`config.mk`:
```
export PLATFORM = sky130hd
export DESIGN_NAME = cop_dialog_seq
export DESIGN_NICKNAME = d
export VERILOG_FILES = /design/src/rtl/cop_pkg.sv /design/src/rtl/cop_au_timer.sv /design/src/rtl/cop_hold_slot.sv /design/src/rtl/cop_dialog_seq.sv
export SDC_FILE = /design/constraint.sdc
export NUM_CORES = 1
export LEC_CHECK = 0
export BUFFER_PORTS_ARGS = -buffer_cell sky130_fd_sc_hd__buf_2
export CORE_ASPECT_RATIO = 0.8
export CORE_MARGIN = 10
export CORE_UTILIZATION = 45
export DETAILED_ROUTE_END_ITERATION = 7
export HOLD_SLACK_MARGIN = 0.15
export PLACE_DENSITY = 0.73
export SYNTH_ARGS = -nofsm -noshare
export SYNTH_HDL_FRONTEND = slang
export SYNTH_SLANG_ARGS = --single-unit
```
`constraint.sdc`:
```
create_clock -name clk -period 1.6 [get_ports clk]
set_input_delay 0.24 -clock clk [delete_from_list [all_inputs] [get_ports clk]]
set_output_delay 0.24 -clock clk [all_outputs]
set_load 0.005 [all_outputs]
```
`src/rtl/cop_pkg.sv`:
```
package cop_pkg;
  localparam int VEC_W  = 8;
  localparam int RESP_W = 16;

  localparam logic [4:0] FC_NULL     = 5'h00;
  localparam logic [4:0] FC_TAKE_MID = 5'h1D;

  localparam logic [7:0] LEN_IDLE = 8'd4;
  localparam logic [7:0] LEN_BUSY = 8'd12;

  // null primitive: CA=0, PC=0, DR=0, interrupts-allowed in bit 0
  function automatic logic [RESP_W-1:0] prim_null(input logic ia);
    return {1'b0, 1'b0, 1'b0, FC_NULL, 7'd0, ia};
  endfunction

  function automatic logic [RESP_W-1:0] prim_take_mid(input logic [VEC_W-1:0] vec);
    return {1'b0, 1'b1, 1'b0, FC_TAKE_MID, vec};
  endfunction

  function automatic logic [RESP_W-1:0] fmt_word(input logic [7:0] ver, input logic [7:0] len);
    return {ver, len};
  endfunction
endpackage

```
`src/rtl/cop_au_timer.sv`:
```
module cop_au_timer #(
  parameter int LAT_W = 4,
  parameter int VEC_W = 8
) (
  input  logic             clk,
  input  logic             rst_n,
  input  logic             kill,
  input  logic             start,
  input  logic [LAT_W-1:0] lat,
  input  logic             exc,
  input  logic [VEC_W-1:0] vec,
  output logic             busy,
  output logic             done,
  output logic             done_exc,
  output logic [VEC_W-1:0] done_vec
);
  logic [LAT_W-1:0] cnt;
  logic             exc_q;
  logic [VEC_W-1:0] vec_q;

  always_ff @(posedge clk) begin
    if (!rst_n) begin
      busy  <= 1'b0;
      cnt   <= '0;
      exc_q <= 1'b0;
      vec_q <= '0;
    end else if (kill) begin
      busy <= 1'b0;
      cnt  <= '0;
    end else if (start) begin
      busy  <= 1'b1;
      cnt   <= (lat == '0) ? LAT_W'(1) : lat;
      exc_q <= exc;
      vec_q <= vec;
    end else if (busy) begin
      if (cnt == LAT_W'(1)) busy <= 1'b0;
      else                  cnt  <= cnt - LAT_W'(1);
    end
  end

  assign done     = busy && (cnt == LAT_W'(1)) && !kill;
  assign done_exc = done && exc_q;
  assign done_vec = vec_q;
endmodule

```
`src/rtl/cop_hold_slot.sv`:
```
module cop_hold_slot #(
  parameter int LAT_W = 4,
  parameter int VEC_W = 8
) (
  input  logic             clk,
  input  logic             rst_n,
  input  logic             load,
  input  logic [LAT_W-1:0] in_lat,
  input  logic             in_exc,
  input  logic [VEC_W-1:0] in_vec,
  input  logic             take,
  input  logic             drop,
  input  logic             put,
  input  logic             put_valid,
  input  logic [LAT_W-1:0] put_lat,
  input  logic             put_exc,
  input  logic [VEC_W-1:0] put_vec,
  output logic             valid,
  output logic [LAT_W-1:0] lat,
  output logic             exc,
  output logic [VEC_W-1:0] vec
);
  always_ff @(posedge clk) begin
    if (!rst_n) begin
      valid <= 1'b0;
      lat   <= '0;
      exc   <= 1'b0;
      vec   <= '0;
    end else if (put) begin
      valid <= put_valid;
      lat   <= put_lat;
      exc   <= put_exc;
      vec   <= put_vec;
    end else if (take || drop) begin
      valid <= 1'b0;
    end else if (load && !valid) begin
      valid <= 1'b1;
      lat   <= in_lat;
      exc   <= in_exc;
      vec   <= in_vec;
    end
  end
endmodule

```
`src/rtl/cop_dialog_seq.sv`:
```
module cop_dialog_seq
  import cop_pkg::*;
#(
  parameter int         LAT_W   = 4,
  parameter logic [7:0] VERSION = 8'h21
) (
  input  logic             clk,
  input  logic             rst_n,
  input  logic             cmd_wr,
  input  logic [LAT_W-1:0] cmd_lat,
  input  logic             cmd_exc,
  input  logic [7:0]       cmd_vec,
  input  logic             resp_rd,
  output logic [15:0]      resp_word,
  input  logic             save_req,
  output logic             save_done,
  output logic [15:0]      save_fmt,
  input  logic             rest_req,
  input  logic [15:0]      rest_fmt,
  output logic             fmt_err,
  output logic             au_busy,
  output logic             slot_full
);
  logic             slot_valid, slot_exc;
  logic [LAT_W-1:0] slot_lat;
  logic [VEC_W-1:0] slot_vec;
  logic             au_done, au_done_exc;
  logic [VEC_W-1:0] au_done_vec;
  logic             pend_exc, save_pend, inited;
  logic [VEC_W-1:0] pend_vec;
  logic             sh_valid, sh_exc, sh_pend;
  logic [LAT_W-1:0] sh_lat;
  logic [VEC_W-1:0] sh_vec, sh_pvec;

  // named events for the checker
  logic rest_null, rest_idle, rest_busy, rest_ok, rest_bad;
  logic save_go, handoff, exc_read;
  logic [15:0] frame_fmt;

  always_comb begin
    rest_null = rest_req && (rest_fmt == 16'h0000);
    rest_idle = rest_req && (rest_fmt == fmt_word(VERSION, LEN_IDLE));
    rest_busy = rest_req && (rest_fmt == fmt_word(VERSION, LEN_BUSY));
    rest_ok   = rest_null || rest_idle || rest_busy;
    rest_bad  = rest_req && !rest_ok;
    save_go   = (save_req || save_pend) && !au_busy && !rest_ok;
    handoff   = slot_valid && !au_busy && !pend_exc && !save_req && !save_pend && !rest_ok;
    exc_read  = resp_rd && slot_valid && pend_exc && !rest_ok;
    if (!inited)                    frame_fmt = 16'h0000;
    else if (slot_valid || pend_exc) frame_fmt = fmt_word(VERSION, LEN_BUSY);
    else                             frame_fmt = fmt_word(VERSION, LEN_IDLE);
  end

  always_comb begin
    if (pend_exc && slot_valid)     resp_word = prim_take_mid(pend_vec);
    else if (slot_valid || save_pend) resp_word = prim_null(1'b0);
    else                             resp_word = prim_null(1'b1);
  end

  cop_hold_slot #(.LAT_W(LAT_W), .VEC_W(VEC_W)) u_slot (
    .clk(clk), .rst_n(rst_n),
    .load(cmd_wr && !rest_ok), .in_lat(cmd_lat), .in_exc(cmd_exc), .in_vec(cmd_vec),
    .take(handoff), .drop(exc_read),
    .put(rest_ok), .put_valid(rest_busy && sh_valid),
    .put_lat(sh_lat), .put_exc(sh_exc), .put_vec(sh_vec),
    .valid(slot_valid), .lat(slot_lat), .exc(slot_exc), .vec(slot_vec)
  );

  cop_au_timer #(.LAT_W(LAT_W), .VEC_W(VEC_W)) u_au (
    .clk(clk), .rst_n(rst_n), .kill(rest_ok), .start(handoff),
    .lat(slot_lat), .exc(slot_exc), .vec(slot_vec),
    .busy(au_busy), .done(au_done), .done_exc(au_done_exc), .done_vec(au_done_vec)
  );

  always_ff @(posedge clk) begin
    if (!rst_n) begin
      pend_exc  <= 1'b0;
      pend_vec  <= '0;
      save_pend <= 1'b0;
      save_done <= 1'b0;
      save_fmt  <= '0;
      fmt_err   <= 1'b0;
      inited    <= 1'b0;
      sh_valid  <= 1'b0;
      sh_lat    <= '0;
      sh_exc    <= 1'b0;
      sh_vec    <= '0;
      sh_pend   <= 1'b0;
      sh_pvec   <= '0;
    end else begin
      fmt_err   <= rest_bad;
      save_done <= save_go;
      if (rest_ok) begin
        pend_exc <= rest_busy && sh_pend;
        pend_vec <= sh_pvec;
      end else if (au_done_exc) begin
        pend_exc <= 1'b1;
        pend_vec <= au_done_vec;
      end else if (exc_read) begin
        pend_exc <= 1'b0;
      end
      if (rest_ok || save_go) save_pend <= 1'b0;
      else if (save_req)      save_pend <= 1'b1;
      if (save_go) begin
        save_fmt <= frame_fmt;
        sh_valid <= slot_valid;
        sh_lat   <= slot_lat;
        sh_exc   <= slot_exc;
        sh_vec   <= slot_vec;
        sh_pend  <= pend_exc;
        sh_pvec  <= pend_vec;
      end
      if (rest_null)                   inited <= 1'b0;
      else if (rest_idle || rest_busy) inited <= 1'b1;
      else if (cmd_wr && !slot_valid)  inited <= 1'b1;
    end
  end

  assign slot_full = slot_valid;
endmodule

```
After elaboration in Yosys (flattened, before gate mapping). Cells that the tools add are included.

Reduce and logical (&&, ||, !) cells: 51. $add $sub $neg: 1. Equal/unequal tests: 5. Muxes and demuxes: 30. Bitwise operators: 2.

Operators with widths (count): two-way mux 8 bit (5); == test 16 x 14 -> 1 bit, second input constant (2); two-way mux 4 bit (8); logical AND 1 bit (23); logical NOT 16 bit (1); two-way mux 1 bit (15); two-way mux 15 bit (1); two-way mux 14 bit (1); logical OR 1 bit (8); nonzero test 2 bit (4); logical NOT 1 bit (6); AND reduction 2 bit (3); nonzero test 3 bit (2); OR reduction 2 bit (3); == test 4 x 1 -> 1 bit, second input constant (1); logical NOT 4 bit (1); != test 2 bit, second input constant (2); subtractor 4 x 1 -> 4 bit, second input constant (1); NOT 1 bit (2).

Bits in registers: 80. Input port bits: 35.

Logic depth before layout (Yosys ltp). Gate-level depths: netlist (run 1).

Word-level depth: 10. Depth in mapped cells: 8. Mapped depth without buffers: 7.

Hierarchy. A second synthesis (run 1) with hierarchy kept.

Cell total of the unflattened synthesis: 445. Area total of the unflattened synthesis: 3687.3 sq um.

By module, submodules not included: cop_dialog_seq (area each 2327.2 sq um, times used 1, cells an instance 302); cop_hold_slot (area each 699.4 sq um, times used 1, cells an instance 65); cop_au_timer (area each 660.6 sq um, times used 1, cells an instance 78).

Worst setup path before layout (run 1). No wires, ideal clock.

Path type: register -> register. Start: reg u_au.cnt[0]. End: reg pend_vec[0]. Buffers on the path: 1. Cell stages (with the launch flop): 7. Data arrival time: 1485 ps. Clock period less this slack: 1629 ps. Data required time: 1455 ps. Path slack: -29 ps. Cells stage by stage: dfxtp_1 -> ha_1 -> or3b_1 -> buf_4 -> nor2_8 -> mux2i_1 -> a211oi_2.

Longest elaborated chain between the ends: 5.

Ends and longest elaborated chain: start, declared (line cop_au_timer.sv:17) `logic [LAT_W-1:0] cnt;`; start signal, assigned (line cop_au_timer.sv:32) `cnt <= (lat == '0) ? LAT_W'(1) : lat;`; start signal, assigned (line cop_au_timer.sv:37) `else cnt <= cnt - LAT_W'(1);`; == test 4 x 1 -> 1 bit (line cop_au_timer.sv:41) `assign done = busy && (cnt == LAT_W'(1)) && !kill;`; logical AND 1 bit (2 in series) (line cop_au_timer.sv:41); logical AND 1 bit (line cop_au_timer.sv:42) `assign done_exc = done && exc_q;`; nonzero test 2 bit (no line); end signal, assigned (line cop_dialog_seq.sv:95) `pend_vec <= sh_pvec;`; end signal, assigned (line cop_dialog_seq.sv:98) `pend_vec <= au_done_vec;`; end, declared (line cop_dialog_seq.sv:30) `logic [VEC_W-1:0] pend_vec;`.

No other way between the ends. A chain may end at the register's enable or synchronous reset.

Worst setup path after layout (run 1).
Start: reg u_au.cnt[1]. End: reg pend_vec[3].

The elaborated chain is that of the path after synthesis.

==> run metrics, run 1 <==
Min-Delay Path Depth 2; hold path start rest_req; CP required about 1.8 ns; Worst-Skew Late Latency 0.35 ns; HPWL Detailed between 5 and 6 mm; layout cells sized above 1 0.3531; initial DRC count 145; dpl cell area approximately 0.0035 mm2; Clock power frac 0.390; first-pass GRT wire length ~13 mm; # H-tree levels 3; hold-critical path endpoint fmt_err; crit path kind reg -> reg; Logic pwr share 0.121; RSZ-0062 raised after global routing yes; min-delay worst type in -> reg; Seq pwr share 0.489; number of buffers created by CTS 9; Total GRT Usage 0.1458; final worst-path cycle share 1.018; CTS Hold Bufs 0; Synth Warn # 0; Vias around 2600; Multi-input gate area around 0.0017 mm2; Pleak 1.635 nW; crit path time final around 1.6 ns; R2R Setup Slk -0.03 ns; die span in x 114.3 um; Distinct cells, synth 41; R2R Path End pend_vec[3]; r2r worst-path depth 6; Final Non-Filler Cells 492; pre-CTS setup slack -0.1141 ns; CTS tree built; CTS clk-pin slew, worst paths around 0.070 ns; Die ar. between 0.01 and 0.015 mm2; fin area around 0.0038 mm2; largest net degree at the start of global routing 35; sequential area share after synthesis 0.4131; Core Area around 0.007 mm2; crit-path max FO 5; post-DR vias/cell roughly 5.2; Final WS setup -0.02880 ns; Fill cells roughly 640; Psw 0.0008916 W; routed wire length roughly 7.6 mm; DR pass1 iterations 4; Max clock buf depth 2; Congestion Overflow GR 0; Yosys reg bits 66; pwr dens between 900 and 1000 mW/mm2; port bufs 55; Final setup viols 7; outcome complete, but fails checks; Final Skew 0.007162 ns; Final Net Count roughly 440; TNS Setup -0.1170 ns; initial antenna violation count 0; ANT cells 0; Pint around 0.0027 W; commonest non-fill, non-tap cell in the layout dfxtp_1; crit end category flop; most frequent cells in the layout dfxtp_1 (63), nand2_1 (55), buf_2 (55); Max Cap Violations 0; Routed Antenna Nets 0; Post-synth EDFFs 0; sw frac 0.2478; gpl congestion between 0.7 and 0.8; Die Ht 95.40 um; WP data arrival 1.86 ns; clock sink count 66; WL/cell 15.43 um; worst vdd ir roughly 0.64 mV; Fin. Hold Viols 0; Post-Synthesis Cells ~340; initial core utilization 0.4641; Synth Cell Area about 0.0032 mm2; I/O pin cnt 71; placed cells about 470; Fmax achieved between 600 and 700 MHz; Async SR Flop Fraction 0; DRC errors left 0; Core Util, Final 0.5510; register area 0.001325 mm2; syn avg cell area approximately 9.4 um2; root buffer cell clkbuf_8; fin. max-slew vios 0; origin of the critical flop-to-flop path u_au.cnt[1]; area grow syn2layout 18.74%; startpoint types flop; num rows 27; vias in the first global route 2665; violated checks setup timing; top_reg_cell synth dfxtp_1
## cell type report
cell class	count	share of cell area
inverters	4	0.003954
clock inverters	2	0.009226
multi-input cells	243	0.4392
flip-flops and latches	66	0.3489
repair buffers	76	0.1272
well taps	87	0.02867
clock buffers	14	0.04283
## through the flow
stage                     hold slack (ns)  power [W]
after global routing               0.1878   0.003762
after floorplan                    0.3859   0.002079
after CTS                          0.1700   0.003627
after detailed placement           0.4469   0.002212
after global placement             0.4427   0.002196
final                              0.1832   0.003598
## synthesized netlist by cell type (2+ instances only)
cell        n  area, um2
a31oi_1     2      12.51
a211oi_2   21      262.8
inv_1       4      15.01
nand3_1    14      70.07
buf_2       4      20.02
nor3_1      7      35.03
o21ai_0    11      55.05
a21oi_1    10      50.05
dfxtp_1    66       1321
clkbuf_1   11      41.29
o2111ai_1   2      17.52
mux2i_1    30      300.3
a211oi_1    3      22.52
nand2_1    55      206.5
nor2_1     30      112.6
nor4_4      2      42.54
a21oi_2    10      87.58
buf_4      23      172.7
buf_6       5      56.30
ha_1        2      25.02
and3_1      9      56.30
## layer usage
metal / wire (um) / vias up / part of all wire / track usage
met3: 478 / 12 / 0.063 / 0.04896
met5: 0 / - / 0 / 0
li1: - / 1269 / - / -
met1: 3431 / 1210 / 0.45 / 0.1779
met4: 99 / 0 / 0.013 / 0.05104
met2: 3584 / 64 / 0.47 / 0.2363
## critical path, stage by stage, from the launching register on
cell and delay [ns]:
dfxtp_2 0.32, inv_2 0.07, ha_4 0.12, or3b_4 0.44, nor2_4 0.23, mux2i_1 0.25
a211oi_2 0.08
## worst max path at each step
stage,from,endpoint,slack [ns],cells after the start
2_1_floorplan,u_au.cnt[1],pend_vec[0],0.01,7
3_3_place_gp,u_au.cnt[1],pend_exc,-0.06,6
4_1_cts,u_au.cnt[1],pend_vec[3],-0.02,6
5_1_grt,u_au.cnt[1],pend_vec[3],-0.1,6
3_5_place_dp,u_au.cnt[1],pend_exc,-0.11,6
6_report,u_au.cnt[1],pend_vec[3],-0.03,6
## logic make-up (layout without fill, tap and decap cells)
family	Yosys count	after routing	share of synthesized area
muxes	30	30	0.09390
xor gates and xnor gates	2	2	0.005478
AOI/OAI and AO/OA	63	63	0.1733
DFF	66	66	0.4131
other	1	15	0.001173
and+or+nand+nor	130	131	0.2097
adders and majority gates	2	2	0.007823
buffers and inverters	47	96	0.09546
## power groups by stage
stage	combinational, W	sequential (W)	clock, W
floorplan	0.000300	0.00178	0
global placement	0.000407	0.00179	0
detailed placement	0.000420	0.00179	0
CTS	0.000436	0.00176	0.00143
global route	0.000483	0.00177	0.00151
finish	0.000435	0.00176	0.00140
## timing repair
item / in CTS / in global routing
hold endpoints to repair: 0 / 0
resized for setup: 8 / 3
cloned: 1 / 0
pin swaps: 3 / 1
setup buffers: 1 / 0
setup endpoints to repair: 14 / 10
## registers in the layout, indices dropped and copies added (netlist names)
name and count:
save_done 1, u_slot.lat 4, sh_vec 8, u_au.done_vec 8
sh_pend 1, sh_valid 1, save_pend 1, sh_lat 4
u_slot.exc 1, sh_pvec 8, fmt_err 1, inited 1
save_fmt 2, u_slot.valid 1, pend_exc 1, u_au.busy 1
u_au.cnt 4, u_slot.vec 8, sh_exc 1, u_au.exc_q 1
pend_vec 8
Note: power is estimated with default switching activity, not from simulation.
==> inputs of run 2 (changes only) <==
CORE_ASPECT_RATIO = unset   (was 0.8)
==> run 2 against run 1 <==
Compared with the run above: total power grew 5.5%; cell count grew 2.0%; via count grew 0.12%; routed wire length shrank 0.82%; non-clock buffer count grew 1; combinational power grew 4%; sequential share of layout area shrank 0.55 points; setup slack gained 0.013 ns; register-to-register slack is essentially flat; the run still ends with setup timing left.
==> run metrics, run 2 (synthesis gave the netlist of run 1 again) <==
register area 0.001325 mm2 (unchanged); Core Util, Final 0.5617 (+0.01073); worst vdd ir 0.4365 mV (-31%); origin of the critical flop-to-flop path u_au.cnt[1]; DR pass1 iterations 4 (unchanged); Total GRT Usage 0.1358 (-0.009967); fin. max-slew vios 0 (unchanged); clock sink count 66 (unchanged); CTS clk-pin slew, worst paths 0.07 ns (about the same); Vias 2558 (+0.12%); routed wire length 7.532 mm (-0.82%); commonest non-fill, non-tap cell in the layout dfxtp_1; Critical Path Stages 6 (unchanged); largest net degree at the start of global routing 41 (+17%); Final WS setup -0.01593 ns (+0.01287 ns); TNS Setup -0.02900 ns (+0.08799 ns); Logic pwr share 0.119 (-0.002); Final Net Count 438 (+0.23%); WL/cell 15.00 um (-2.8%); initial core utilization 0.4656 (+0.001522); root buffer cell clkbuf_8; hold-critical path endpoint fmt_err; RSZ-0062 raised after global routing yes; r2r worst-path depth 6 (unchanged); min-delay worst type in -> reg; Multi-input gate area 0.001669 mm2 (about the same); Min-Delay Path Depth 2 (unchanged); WP data arrival 1.84 ns (-0.02 ns); Die ar. 0.01088 mm2 (-0.19%); Psw 0.0009642 W (+8.1%); Max stage delay cell, worst path or3b_4; Congestion Overflow GR 0 (unchanged); CTS tree built; crit-path leading delay family simple AND/OR/NAND/NOR gates; Pint 0.002833 W (+4.7%); violated checks setup timing; CP required 1.82 ns (about the same); most frequent cells in the layout dfxtp_1 (63), nand2_1 (55), buf_2 (55); crit path kind reg -> reg; Worst Hold Slack 0.1758 ns (-0.007462 ns); HPWL Detailed 5.462 mm (-0.54%); Fin. Hold Viols 0 (unchanged); initial antenna violation count 0 (unchanged); crit path time final 1.616 ns (-0.01287 ns); startpoint types flop; Max Cap Violations 0 (unchanged); first-pass GRT wire length 12.24 mm (-4.3%); vias in the first global route 2569 (-3.6%); port bufs 55 (unchanged); crit end category flop; Die Ht 104.3 um (+9.3%); Final setup viols 4 (-3); area grow syn2layout 20.66%; fin area 0.003859 mm2 (+1.6%); worst-path cell chain inv_2, ha_4, or3b_4, nor2_4, mux2i_1, a211oi_2; num rows 30 (+11%); gpl congestion 0.7834 (+1.6%); pwr dens 984.0 mW/mm2 (+3.9%); I/O pin cnt 71 (unchanged); Seq pwr share 0.463 (-0.026); R2R Path End pend_vec[1]; Worst-Skew Late Latency 0.35 ns (about the same); Clock power frac 0.418 (+0.028); post-DR vias/cell 5.096 (-1.9%); dpl cell area 0.003562 mm2 (+0.46%); number of buffers created by CTS 9 (unchanged); Routed Antenna Nets 0 (unchanged); Fill cells 614 (-4.7%); R2R Setup Slk -0.02 ns (about the same); # H-tree levels 3 (unchanged); crit-path max FO 5 (unchanged); initial DRC count 140 (-3.4%); die span in x 104.3 um (-8.7%); Fmax achieved 618.8 MHz (+0.80%); Core Area 0.006869 mm2 (-0.33%); hold path start rest_req; ANT cells 0 (unchanged); DRC errors left 0 (unchanged); Final Skew 0.008216 ns (+0.001053 ns); final worst-path cycle share 1.010 (-0.008045); CP bufs+invs 1 (unchanged); CTS Hold Bufs 0 (unchanged); layout cells sized above 1 0.3621 (+0.008983); outcome complete, but fails checks; Pleak 1.654 nW (+1.2%); CP max stage delay 0.44 ns (about the same); sw frac 0.2539 (+0.006130); Max clock buf depth 2 (unchanged)
## run 2: worst max path at each step
stage | start | end | slack, ns
floorplan | u_au.cnt[1] | pend_vec[0] | 0.01
global placement | u_au.cnt[1] | pend_exc | -0.05
detailed placement | u_au.cnt[1] | pend_exc | -0.09
finish | u_au.cnt[1] | pend_vec[1] | -0.02
CTS | u_au.cnt[1] | pend_vec[1] | 0.005
global route | u_au.cnt[1] | pend_vec[3] | -0.08
## run 2: stage by stage
step	power (W)	setup WS, ns	std cells
6_report	0.003797	-0.01593	502
5_1_grt	0.003929	-0.07632	502
4_1_cts	0.003798	0.004644	501
3_5_place_dp	0.002215	-0.08556	482
3_3_place_gp	0.002202	-0.04912	482
2_1_floorplan	0.002079	0.01266	355
## run 2: repair_timing
item,4_1_cts,5_1_grt
resized for setup,6,5
setup endpoints to repair,13,11
setup buffers,2,1
gates cloned,1,0
pin swaps,3,3
## run 2: power groups by stage
stage	clock, W	combinational (W)	sequential (W)
2_1_floorplan	0	0.000300	0.00178
3_3_place_gp	0	0.000414	0.00179
3_5_place_dp	0	0.000424	0.00179
4_1_cts	0.00160	0.000441	0.00176
5_1_grt	0.00167	0.000494	0.00177
6_report	0.00159	0.000452	0.00176
## run 2: layout make-up
| cell class | count | area share |
|---|---|---|
| Multi-Input combinational cell | 243 | 0.4326 |
| Sequential cell | 66 | 0.3434 |
| Timing Repair Buffer | 77 | 0.1304 |
| Clock buffer | 10 | 0.03567 |
| Tap cell | 96 | 0.03113 |
| Clock inverter | 6 | 0.02302 |
| Inverter | 4 | 0.003891 |
## run 2: worst reg2reg max path, stage by stage, from the launching register on
cell	delay, ns
dfxtp_2	0.33
inv_2	0.07
ha_4	0.11
or3b_4	0.44
nor2_4	0.22
mux2i_1	0.24
a211oi_2	0.08
## run 2: routing by layer
metal,share of wire,up-vias,global-route usage,routed length (um)
li1,-,1265,-,-
met1,0.44,1213,0.1604,3308
met2,0.49,68,0.2238,3679
met3,0.052,12,0.03160,388
met4,0.021,0,0.06859,156
met5,0,-,0,0
